[config.mk]
export PLATFORM = sky130hd
export DESIGN_NAME = exc_prio_seq
export DESIGN_NICKNAME = d
export VERILOG_FILES = /design/src/rtl/exc_seq_pkg.sv /design/src/rtl/exc_prio_pick.sv /design/src/rtl/exc_trap_merge.sv /design/src/rtl/exc_prio_seq.sv
export SDC_FILE = /design/constraint.sdc
export NUM_CORES = 1
export LEC_CHECK = 0
export BUFFER_PORTS_ARGS = -buffer_cell sky130_fd_sc_hd__clkbuf_2
export CORE_MARGIN = 3
export CORE_UTILIZATION = 50
export CTS_CLUSTER_DIAMETER = 120
export DETAILED_ROUTE_END_ITERATION = 7
export PLACE_DENSITY = 0.84
export SLEW_MARGIN = 10
export SYNTH_ARGS = -nofsm -noshare
export SYNTH_HDL_FRONTEND = slang
export SYNTH_SLANG_ARGS = --single-unit
[constraint.sdc]
create_clock -name clk -period 4.9 [get_ports clk]
set_input_delay 0.245 -clock clk [delete_from_list [all_inputs] [get_ports clk]]
set_output_delay 0.245 -clock clk [all_outputs]
set_load 0.01 [all_outputs]
[src/rtl/exc_seq_pkg.sv]
package exc_seq_pkg;
    localparam int CODE_W = 4;
    localparam int KIND_W = 2;
    localparam int G0_N   = 3;
    localparam int G1_N   = 4;

    typedef enum logic [CODE_W-1:0] {
        EXC_NONE    = 4'd0,
        EXC_RESET   = 4'd1,
        EXC_BUSERR  = 4'd2,
        EXC_ADDRERR = 4'd3,
        EXC_TRACE   = 4'd4,
        EXC_IRQ     = 4'd5,
        EXC_ILLEGAL = 4'd6,
        EXC_PRIV    = 4'd7,
        EXC_TRAP    = 4'd8,
        EXC_TRAPV   = 4'd9,
        EXC_CHK     = 4'd10,
        EXC_ZDIV    = 4'd11
    } exc_code_e;

    typedef struct packed {
        logic              take;
        logic              abort;
        exc_code_e         code;
        logic              halt;
        logic              in_frame;
        logic              t;
        logic              s;
        logic              sv_t;
        logic              sv_s;
        logic              trap_pend;
        logic [KIND_W-1:0] trap_kind;
        logic              trace_chain;
        logic              irq_chain;
    } seq_state_t;
endpackage

[src/rtl/exc_prio_pick.sv]
module exc_prio_pick #(
    parameter int N     = 4,
    parameter int IDX_W = (N > 1) ? $clog2(N) : 1
) (
    input  logic [N-1:0]     req,
    output logic             valid,
    output logic [IDX_W-1:0] idx
);
    // lowest index wins
    always_comb begin
        idx = '0;
        for (int i = N - 1; i >= 0; i--) begin
            if (req[i]) idx = IDX_W'(i);
        end
    end

    assign valid = |req;
endmodule

[src/rtl/exc_trap_merge.sv]
module exc_trap_merge #(
    parameter int KW = 2
) (
    input  logic          pend_q,
    input  logic [KW-1:0] kind_q,
    input  logic          new_req,
    input  logic [KW-1:0] new_kind,
    output logic          pend_now,
    output logic [KW-1:0] kind_now
);
    assign pend_now = pend_q | new_req;
    assign kind_now = new_req ? new_kind : kind_q;
endmodule

[src/rtl/exc_prio_seq.sv]
module exc_prio_seq
    import exc_seq_pkg::*;
(
    input  logic              clk,
    input  logic              rst_n,
    input  logic              req_reset,
    input  logic              req_buserr,
    input  logic              req_addrerr,
    input  logic              insn_bnd,
    input  logic              irq_req,
    input  logic              illegal_req,
    input  logic              priv_req,
    input  logic              trap_req,
    input  logic [KIND_W-1:0] trap_kind,
    input  logic              sr_load,
    input  logic              sr_t_in,
    input  logic              sr_s_in,
    output logic              exc_take,
    output logic [CODE_W-1:0] exc_code,
    output logic              exc_abort,
    output logic              halt,
    output logic              in_frame,
    output logic              sr_t,
    output logic              sr_s,
    output logic              saved_t,
    output logic              saved_s
);
    localparam int G0_IW = $clog2(G0_N);
    localparam int G1_IW = $clog2(G1_N);

    seq_state_t q, d;

    logic             g0_valid, g1_valid;
    logic [G0_IW-1:0] g0_idx;
    logic [G1_IW-1:0] g1_idx;
    logic             tp_now;
    logic [KIND_W-1:0] tk_now;

    // hard faults: index 0 reset, 1 bus error, 2 address error
    exc_prio_pick #(.N(G0_N)) u_g0 (
        .req   ({req_addrerr, req_buserr, req_reset}),
        .valid (g0_valid),
        .idx   (g0_idx)
    );

    // boundary class: 0 trace, 1 interrupt, 2 illegal, 3 privilege
    exc_prio_pick #(.N(G1_N)) u_g1 (
        .req   ({priv_req, illegal_req, irq_req, q.t}),
        .valid (g1_valid),
        .idx   (g1_idx)
    );

    exc_trap_merge #(.KW(KIND_W)) u_trap (
        .pend_q   (q.trap_pend),
        .kind_q   (q.trap_kind),
        .new_req  (trap_req),
        .new_kind (trap_kind),
        .pend_now (tp_now),
        .kind_now (tk_now)
    );

    function automatic seq_state_t enter(seq_state_t cur, seq_state_t base, exc_code_e c);
        seq_state_t r;
        r          = base;
        r.take     = 1'b1;
        r.code     = c;
        r.sv_t     = cur.t;
        r.sv_s     = cur.s;
        r.t        = 1'b0;
        r.s        = 1'b1;
        r.in_frame = 1'b1;
        return r;
    endfunction

    always_comb begin
        d       = q;
        d.take  = 1'b0;
        d.abort = 1'b0;
        d.code  = EXC_NONE;
        if (g0_valid && g0_idx == '0) begin
            d             = enter(q, d, EXC_RESET);
            d.abort       = 1'b1;
            d.halt        = 1'b0;
            d.trap_pend   = 1'b0;
            d.trace_chain = 1'b0;
            d.irq_chain   = 1'b0;
        end else if (q.halt) begin
            // frozen until reset
        end else begin
            d.trap_pend = tp_now;
            d.trap_kind = tk_now;
            if (sr_load) begin
                d.t = sr_t_in;
                d.s = sr_s_in;
            end
            if (g0_valid) begin
                d.trap_pend   = 1'b0;
                d.trace_chain = 1'b0;
                d.irq_chain   = 1'b0;
                if (q.in_frame) begin
                    d.halt = 1'b1;
                end else begin
                    d       = enter(q, d, exc_code_e'(CODE_W'(g0_idx) + CODE_W'(1)));
                    d.abort = 1'b1;
                end
            end else if (!q.take) begin
                if (q.trace_chain) begin
                    d             = enter(q, d, EXC_TRACE);
                    d.trace_chain = 1'b0;
                    d.irq_chain   = irq_req;
                end else if (q.irq_chain) begin
                    d           = enter(q, d, EXC_IRQ);
                    d.irq_chain = 1'b0;
                end else if (insn_bnd && q.in_frame) begin
                    d.in_frame = 1'b0;
                end else if (insn_bnd && g1_valid) begin
                    d = enter(q, d, exc_code_e'(CODE_W'(g1_idx) + CODE_W'(4)));
                    if (g1_idx == '0) d.irq_chain = irq_req;
                end else if (tp_now) begin
                    d             = enter(q, d, exc_code_e'({2'b10, tk_now}));
                    d.trap_pend   = 1'b0;
                    d.trace_chain = q.t;
                end
            end
        end
    end

    always_ff @(posedge clk or negedge rst_n) begin
        if (!rst_n) begin
            q      <= '0;
            q.code <= EXC_NONE;
            q.s    <= 1'b1;
        end else begin
            q <= d;
        end
    end

    assign exc_take  = q.take;
    assign exc_code  = q.code;
    assign exc_abort = q.abort;
    assign halt      = q.halt;
    assign in_frame  = q.in_frame;
    assign sr_t      = q.t;
    assign sr_s      = q.s;
    assign saved_t   = q.sv_t;
    assign saved_s   = q.sv_s;
endmodule

Word level (Yosys, flattened, before mapping)
Cells that the tools add are included.
{ "op_classes": {"addsub": 2, "n_eq_ne": 4, "muxes": 24, "bitwise_logic": 3, "n_reduce_logical": 13} }
{ "ops": {"columns": ["cell", "n"], "rows": [
  ["$mux 17", 8],
  ["$mux 2", 9],
  ["$mux 9", 2],
  ["$mux 7", 1],
  ["$reduce_bool 7->1", 1],
  ["$mux 6", 1],
  ["$reduce_bool 6->1", 1],
  ["$ne 5x5->1 const B", 1],
  ["$reduce_and 5->1", 1],
  ["$add 2x3->4 const B", 1],
  ["$logic_not 2->1", 2],
  ["$reduce_and 2->1", 2],
  ["$reduce_or 4->1", 1],
  ["$add 2x1->3 const B", 1],
  ["$logic_and 1x1->1", 3],
  ["$mux 1", 3],
  ["$ne 3x1->1 const B", 1],
  ["$ne 3x2->1 const B", 1],
  ["$reduce_and 3->1", 1],
  ["$reduce_or 3->1", 1],
  ["$ne 2x1->1 const B", 1],
  ["$not 1->1", 2],
  ["$or 1x1->1", 1]
]} }
{ "totals": {"register_bits": 17, "inputBits": 15, "output_inout_bits": 12, "elab_cells": 59} }

Depth between registers and ports, before layout
Gate-level depths: netlist of the first run.
{ "depth": {"depth_word": 14, "mapped_depth": 8, "ltp_nobuf": 7} }

Cells and area by module
From an unflattened synthesis of the first run, not the netlist that was laid out.
{ "unflattened": {"cells_unflattened": 110, "hier_area_um2": 1022.2} }
{ "by_module_without_submodules": {"columns": ["mod", "n_inst", "cells_per_inst", "area_per_inst_um2", "seq_area_each_um2"], "rows": [
  ["exc_prio_seq", 1, 97, 938.4, 426.7],
  ["exc_prio_pick (u_g1)", 1, 7, 35.0, 0.0],
  ["exc_trap_merge", 1, 3, 28.8, 0.0],
  ["exc_prio_pick (u_g0)", 1, 3, 20.0, 0.0]
]} }

Least setup slack after synthesis of the first run
No wires, ideal clock.
{ "synth_timing": {"kind": "reg2reg", "start": "register q (netlist bit sr_t)", "end": "register q (netlist bit in_frame)", "setup_ps": 127, "t_arrival_ps": 1492, "required_time_ps": 4773, "path_slack_ps": 3281, "stages_incl_launch_ff": 5, "n_path_buf": 1, "period_less_slack_ps": 1619, "cell_sequence": "dfrtp_1 buf_2 o41ai_1 a31oi_1 o2bb2a_1"} }
{ "synth_between": {"elab_chain_cells": 10, "word_cells_on_any_way": 12, "classes_between": "8 x mux; 4 x reduce/logical"} }
{ "synth_lines": {"columns": ["item", "line", "text"], "rows": [
  ["from (decl)", "exc_prio_seq.sv:31", "seq_state_t q, d;"],
  ["$reduce_or 4->1 (*)", "exc_prio_pick.sv:17", "assign valid = |req;"],
  ["$logic_and 1x1->1 (*)", "exc_prio_seq.sv:116", "end else if (insn_bnd && g1_valid) begin"],
  ["$mux 17", "exc_prio_seq.sv:116", null],
  ["$mux 1", "exc_prio_seq.sv:114", "end else if (insn_bnd && q.in_frame) begin"],
  ["$mux 17", "exc_prio_seq.sv:111", "end else if (q.irq_chain) begin"],
  ["$mux 17", "exc_prio_seq.sv:107", "if (q.trace_chain) begin"],
  ["$mux 17", "exc_prio_seq.sv:106", "end else if (!q.take) begin"],
  ["$mux 17", "exc_prio_seq.sv:96", "if (g0_valid) begin"],
  ["$mux 17", "exc_prio_seq.sv:87", "end else if (q.halt) begin"],
  ["$mux 17", "exc_prio_seq.sv:80", "if (g0_valid && g0_idx == '0) begin"]
]} }
Mark *: on every way between the ends. The rest lies on a longest branch, timed or not. The select of a mux whose other input is x is not followed.
A chain may end at the register's enable or synchronous reset.

==> out/metrics.yaml, run 1 <==
utilization_pct: 60.6
max_stage_delay_ns: 0.68
boundaryPins: 27
worstHoldEndpoint: "q[3]"
via_count: 969
peakVddDrop_mv: 0.148
slew_headroom_pct: 46.6
worst_r2r_startpoint: "sr_t"
grt_max_degree: 18
fin_skew_ns: 0.00445
totalWireLength_um: 2290
fmax_ghz: 0.566
htreeDepth: 1
muxShareOfSynthArea_pct: 5.81
cp.required_ns: 5.05
power_leakage_nw: 0.555
grt_pass1_vias: 826
drtIter0Drc: 50
synthAdderAreaFrac_pct: 2.33
hpwl_um: 1760
cp-start-kind: "register"
crit_cells: 4
period_share_pct: 36.1
synth-seq-cells: 17
path_max_fanout: 10
worstHoldStart: "trap_kind[1]"
critical_path_arrival_ns: 1.92
worst_pin_slew_ns: 0.790
async_flop_share_pct: 100
layoutNonFillerInstCount: 164
drive_above_1_share_pct: 29.9
drv_cap: 0
finalSetupViolCount: 0
grt_usage_pct: 18.2
critPathTopFamily: "compound AO/OA/AOI/OAI gates"
hold_depth: 2
post-route-drc-count: 0
grt_pass1_wl_um: 3730
rows: 16
syn_area_mm2: 0.00108
status: "completed"
synth_compound_area_share_pct: 24.0
avgViaCountPerCell: 5.91
critPathBufInv: 0
synth_nets: 132
ys_seq_area_share_pct: 39.7
slew_violations: 0
synth_edf_count: 0
port_buffers: 26
core_area_mm2: 0.00200
dpl_worst_slack_ns: 3.04
diodes: 0
numCtsBuffers: 3
powerDensity_mw_per_mm2: 289
synth_warnings: 0
setup_tns_ns: 0
hold_ws_ns: 0.208
post-route-min-period_ns: 1.77
synth_xor_xnor_area_share_pct: 0
gp_congestion: 0.858
hold_class: "in -> reg"
area_delta_synth_final_pct: 12.7
clock_latency_ns: 0.29
first_pass_iters: 6
end_kind: "register"
die_w_um: 52.4
synth_cells: 115
fin_nets: 155
crit_slowest_cell: "o41ai_1"
worst-setup-path-type: "reg -> reg"
grt.overflow.total: 0
die_area_mm2: 0.00274
r2r_cells: 4
start_util_pct: 53.8
clk_pin_slew_ns: 0.10
wire_per_inst_um: 14.0
synth_top_family_by_area: "compound AO/OA/AOI/OAI gates"
yosys.area_share.simple_pct: 20.1
clk_path_buf_depth: 2
die_y_um: 52.4
syn_area_per_cell_um2: 9.36
ant_nets: 0
ctsResizeCount: 0
ys_types: 40
post-place-cells: 159
antenna_found_initial: 0
cts_root_buffer: "clkbuf_4"
cts_tree: "built"
crit_chain: "o41ai_1 > o211ai_1 > a21oi_1 > o32ai_1"
rsz0062_at_grt: "no"
fin_ws_ns: 3.13
synthFlopType: "dfrtp_1"
r2r-end: "exc_code[0]"
hold_viol: 0
reg2reg_setup_slack_ns: 3.13
clock_sinks: 17
## cells by family (layout without fill, tap and decap cells)
kind of cell / Yosys count / in the layout
fa+ha+maj: 2 / 2
compound gates: 33 / 33
simple gates: 42 / 42
buf+inv: 15 / 37
mux: 6 / 6
flops: 17 / 17
## registers in the layout, summed over array words and instances (netlist names)
signal / flops
in_frame: 1
sr_t: 1
q: 5
saved_s: 1
exc_abort: 1
halt: 1
saved_t: 1
sr_s: 1
exc_code: 4
exc_take: 1
## per-stage QoR
step	total power [W]	instance area, um2
after floorplan	0.000245	1080
after global placement	0.000275	1170
after detailed placement	0.000278	1170
after CTS	0.000352	1210
after global routing	0.000373	1210
final	0.000350	1210
## metal layers
| metal | track usage (%) | share of wire [%] |
|---|---|---|
| met1 | 26.7 | 42 |
| met2 | 26.7 | 46 |
| met3 | 3.13 | 11 |
| met4 | 6.38 | 2.0 |
| met5 | 0 | 0 |
## synth_stat cells (all sizes together), types with 2 or more instances
library cell | instances | area, um2
dfrtp | 16 | 400
nand2 | 13 | 48.8
nor2 | 9 | 33.8
buf | 7 | 57.6
inv | 6 | 22.5
nor3 | 6 | 30.0
o21ai | 6 | 30.0
a21oi | 5 | 25.0
mux2i | 4 | 40.0
nor2b | 4 | 25.0
o211ai | 3 | 22.5
or3 | 3 | 33.8
a22o | 2 | 17.5
a22oi | 2 | 20.0
a31oi | 2 | 12.5
clkbuf | 2 | 7.51
ha | 2 | 25.0
mux2 | 2 | 22.5
nor3b | 2 | 15.0
o31ai | 2 | 15.0
## cells in the final DEF (no fill, tap or decap), types with 4 or more instances in the layout
master	n
clkbuf_2	26
dfrtp_1	16
nand2_1	13
nor2_1	9
inv_1	6
o21ai_0	6
nor3_1	6
a21oi_1	5
nor2b_1	4
mux2i_1	4
## worst max-delay path by stage
| stage | to | slack, ns | startpoint |
|---|---|---|---|
| after global placement | in_frame | 3.09 | req_reset |
| after floorplan | in_frame | 3.28 | sr_t |
| after global routing | exc_code[0] | 2.99 | sr_t |
| after CTS | exc_code[1] | 3.16 | sr_t |
| after detailed placement | in_frame | 3.04 | req_reset |
| final | exc_code[0] | 3.13 | sr_t |
## what timing repair did
action	CTS	global route
hold buffers	1	0
endpoints found under the hold margin	16	0
setup buffers	0	0
endpoints found under the setup margin	0	0
## power breakdown
part | leakage, nW | internal [W] | switching, W
Sequential | 0.212 | 0.000158 | 0.0000213
Combinational | 0.325 | 0.0000441 | 0.0000525
Clock | 0.0177 | 0.0000303 | 0.0000439
Total | 0.555 | 0.000233 | 0.000118
## layout make-up
class                      instances  area (um2)
fill                             183         790
timing repair buffer              27         140
clock buffer                       3        22.5
multi-input combinational         83         562
sequential                        17         427
tap                               27        33.8
clock inverter                     1        5.00
inverter                           6        22.5
(Power assumes the default switching activity.)
==> run 2, diff against run 1 <==
==> constraint.sdc (replaced) <==
create_clock -name clk -period 1.8 [get_ports clk]
set_input_delay 0.09 -clock clk [delete_from_list [all_inputs] [get_ports clk]]
set_output_delay 0.09 -clock clk [all_outputs]
set_load 0.01 [all_outputs]
==> out/metrics.yaml, run 2 (same netlist as run 1, synthesis figures left out) <==
core_area_mm2: 0.00200  # unchanged
clk_path_buf_depth: 2  # unchanged
hpwl_um: 2030  # was 1760 um
drtIter0Drc: 57  # was 50
final.fill_count: 170  # was 183
largest_register_ffs: 5  # unchanged
cts_setup_buffers: 0  # unchanged
period_share_pct: 87.7  # was 36.1%
critPathLaunch: "sr_t"  # unchanged
fmax_ghz: 0.633  # was 0.566 GHz
numCtsBuffers: 3  # unchanged
critical_path_arrival_ns: 1.79  # was 1.92 ns
boundaryPins: 27  # unchanged
avgViaCountPerCell: 5.90  # was 5.91
die_area_mm2: 0.00274  # unchanged
rsz0062_at_grt: "no"  # unchanged
htreeDepth: 1  # unchanged
layoutNonFillerInstCount: 167  # was 164
layout_common_cells: "26 x clkbuf_2, 16 x dfrtp_1, 13 x nand2_1, 9 x nor2_1"  # unchanged
cp.required_ns: 2.01  # was 5.05 ns
die_w_um: 52.4  # unchanged
grt.overflow.total: 0  # unchanged
antenna_found_initial: 0  # unchanged
fin_nets: 158  # was 155
fin_skew_ns: 0.000933  # was 0.00445 ns
post-route-min-period_ns: 1.58  # was 1.77 ns
area_delta_synth_final_pct: 14.8  # was 12.7%
worstHoldStart: "trap_kind[0]"  # was trap_kind[1]
powerDensity_mw_per_mm2: 798  # was 289 mW/mm2
via_count: 986  # was 969
diodes: 0  # unchanged
port_buffers: 26  # unchanged
post-place-cells: 162  # was 159
grt_pass1_wl_um: 4130  # was 3730 um
slew_violations: 0  # unchanged
status: "completed"  # unchanged
setup_tns_ns: 0  # unchanged
worst_pin_slew_ns: 0.544  # was 0.790 ns
hold_viol: 0  # unchanged
first_pass_iters: 4  # was 6
power_leakage_nw: 0.569  # was 0.555 nW
ctsResizeCount: 0  # unchanged
die_y_um: 52.4  # unchanged
drv_cap: 0  # unchanged
cts_root_buffer: "clkbuf_4"  # unchanged
start_util_pct: 53.8  # unchanged
hold_class: "in -> reg"  # unchanged
grt_usage_pct: 20.1  # was 18.2%
clk_pin_slew_ns: 0.10  # about the same
rows: 16  # unchanged
ant_nets: 0  # unchanged
end_kind: "register"  # unchanged
layout_commonest_cell: "clkbuf_2"  # unchanged
grt_pass1_vias: 913  # was 826
slew_headroom_pct: 62.8  # was 46.6%
finalSetupViolCount: 0  # unchanged
post-route-drc-count: 0  # unchanged
grt_max_degree: 18  # unchanged
peakVddDrop_mv: 0.436  # was 0.148 mV
worst_r2r_startpoint: "sr_t"  # unchanged
cts_hold_buf: 1  # unchanged
cp-start-kind: "register"  # unchanged
totalWireLength_um: 2580  # was 2290 um
top_register: "q"  # unchanged
path_max_fanout: 4  # was 10
clock_latency_ns: 0.29  # about the same
wire_per_inst_um: 15.5  # was 14.0 um
gp_congestion: 0.899  # was 0.858
cts_tree: "built"  # unchanged
worst-setup-path-type: "reg -> reg"  # unchanged
clock_sinks: 17  # unchanged
drive_above_1_share_pct: 31.4  # was 29.9%
run 2: power breakdown:
group          internal, W  switching, W
combinational     0.000130      0.000168
sequential        0.000431     0.0000501
clock            0.0000826      0.000124
total             0.000643      0.000342
run 2: final cells by class:
type	instances	area, um2	share of cell area, %
multi-input combinational	83	562	45.5
inverter	6	22.5	1.82
clock inverter	1	5.00	0.405
sequential	17	427	34.5
clock buffer	3	22.5	1.82
timing repair buffer	30	163	13.2
tap	27	33.8	2.74
run 2: per-stage QoR:
stage | worst slack (ns) | utilization [%] | total power, W | area, um2 | hold slack, ns
2_1_floorplan | 0.181 | - | 0.000667 | 1080 | -0.206
3_3_place_gp | 0.239 | 59.8 | 0.000763 | 1200 | 0.0348
3_5_place_dp | 0.169 | 59.8 | 0.000781 | 1200 | 0.0393
4_1_cts | 0.200 | 61.7 | 0.000983 | 1230 | 0.0440
5_1_grt | 0.0953 | 61.7 | 0.00104 | 1230 | 0.0435
6_report | 0.221 | 61.7 | 0.000986 | 1230 | 0.0432
run 2: layer usage:
layer	share of wire [%]	GRT usage (%)	wire, um	up-vias
li1	-	-	-	472
met1	41	26.8	1060	449
met2	48	33.7	1250	56
met3	8.5	1.99	220	9
met4	2.1	6.81	54	0
met5	0	0	0	-
run 2: critical path: stages, from the launching register on:
cell,delay [ns]
dfrtp_1,0.41
nor4_1,0.35
a211oi_2,0.21
o221ai_2,0.29
mux2i_1,0.24
run 2: final timing paths:
path | to | slack [ns] | cells past startpoint
setup reg to reg | saved_s | 0.22 | 4
min in group asynchronous | exc_code[3] | 0.25 | 2
max in group asynchronous | sr_s | 1.23 | 2
hold / removal | q[2] | 0.04 | 2
hold reg to reg | saved_t | 0.53 | 2
setup / recovery | saved_s | 0.22 | 4
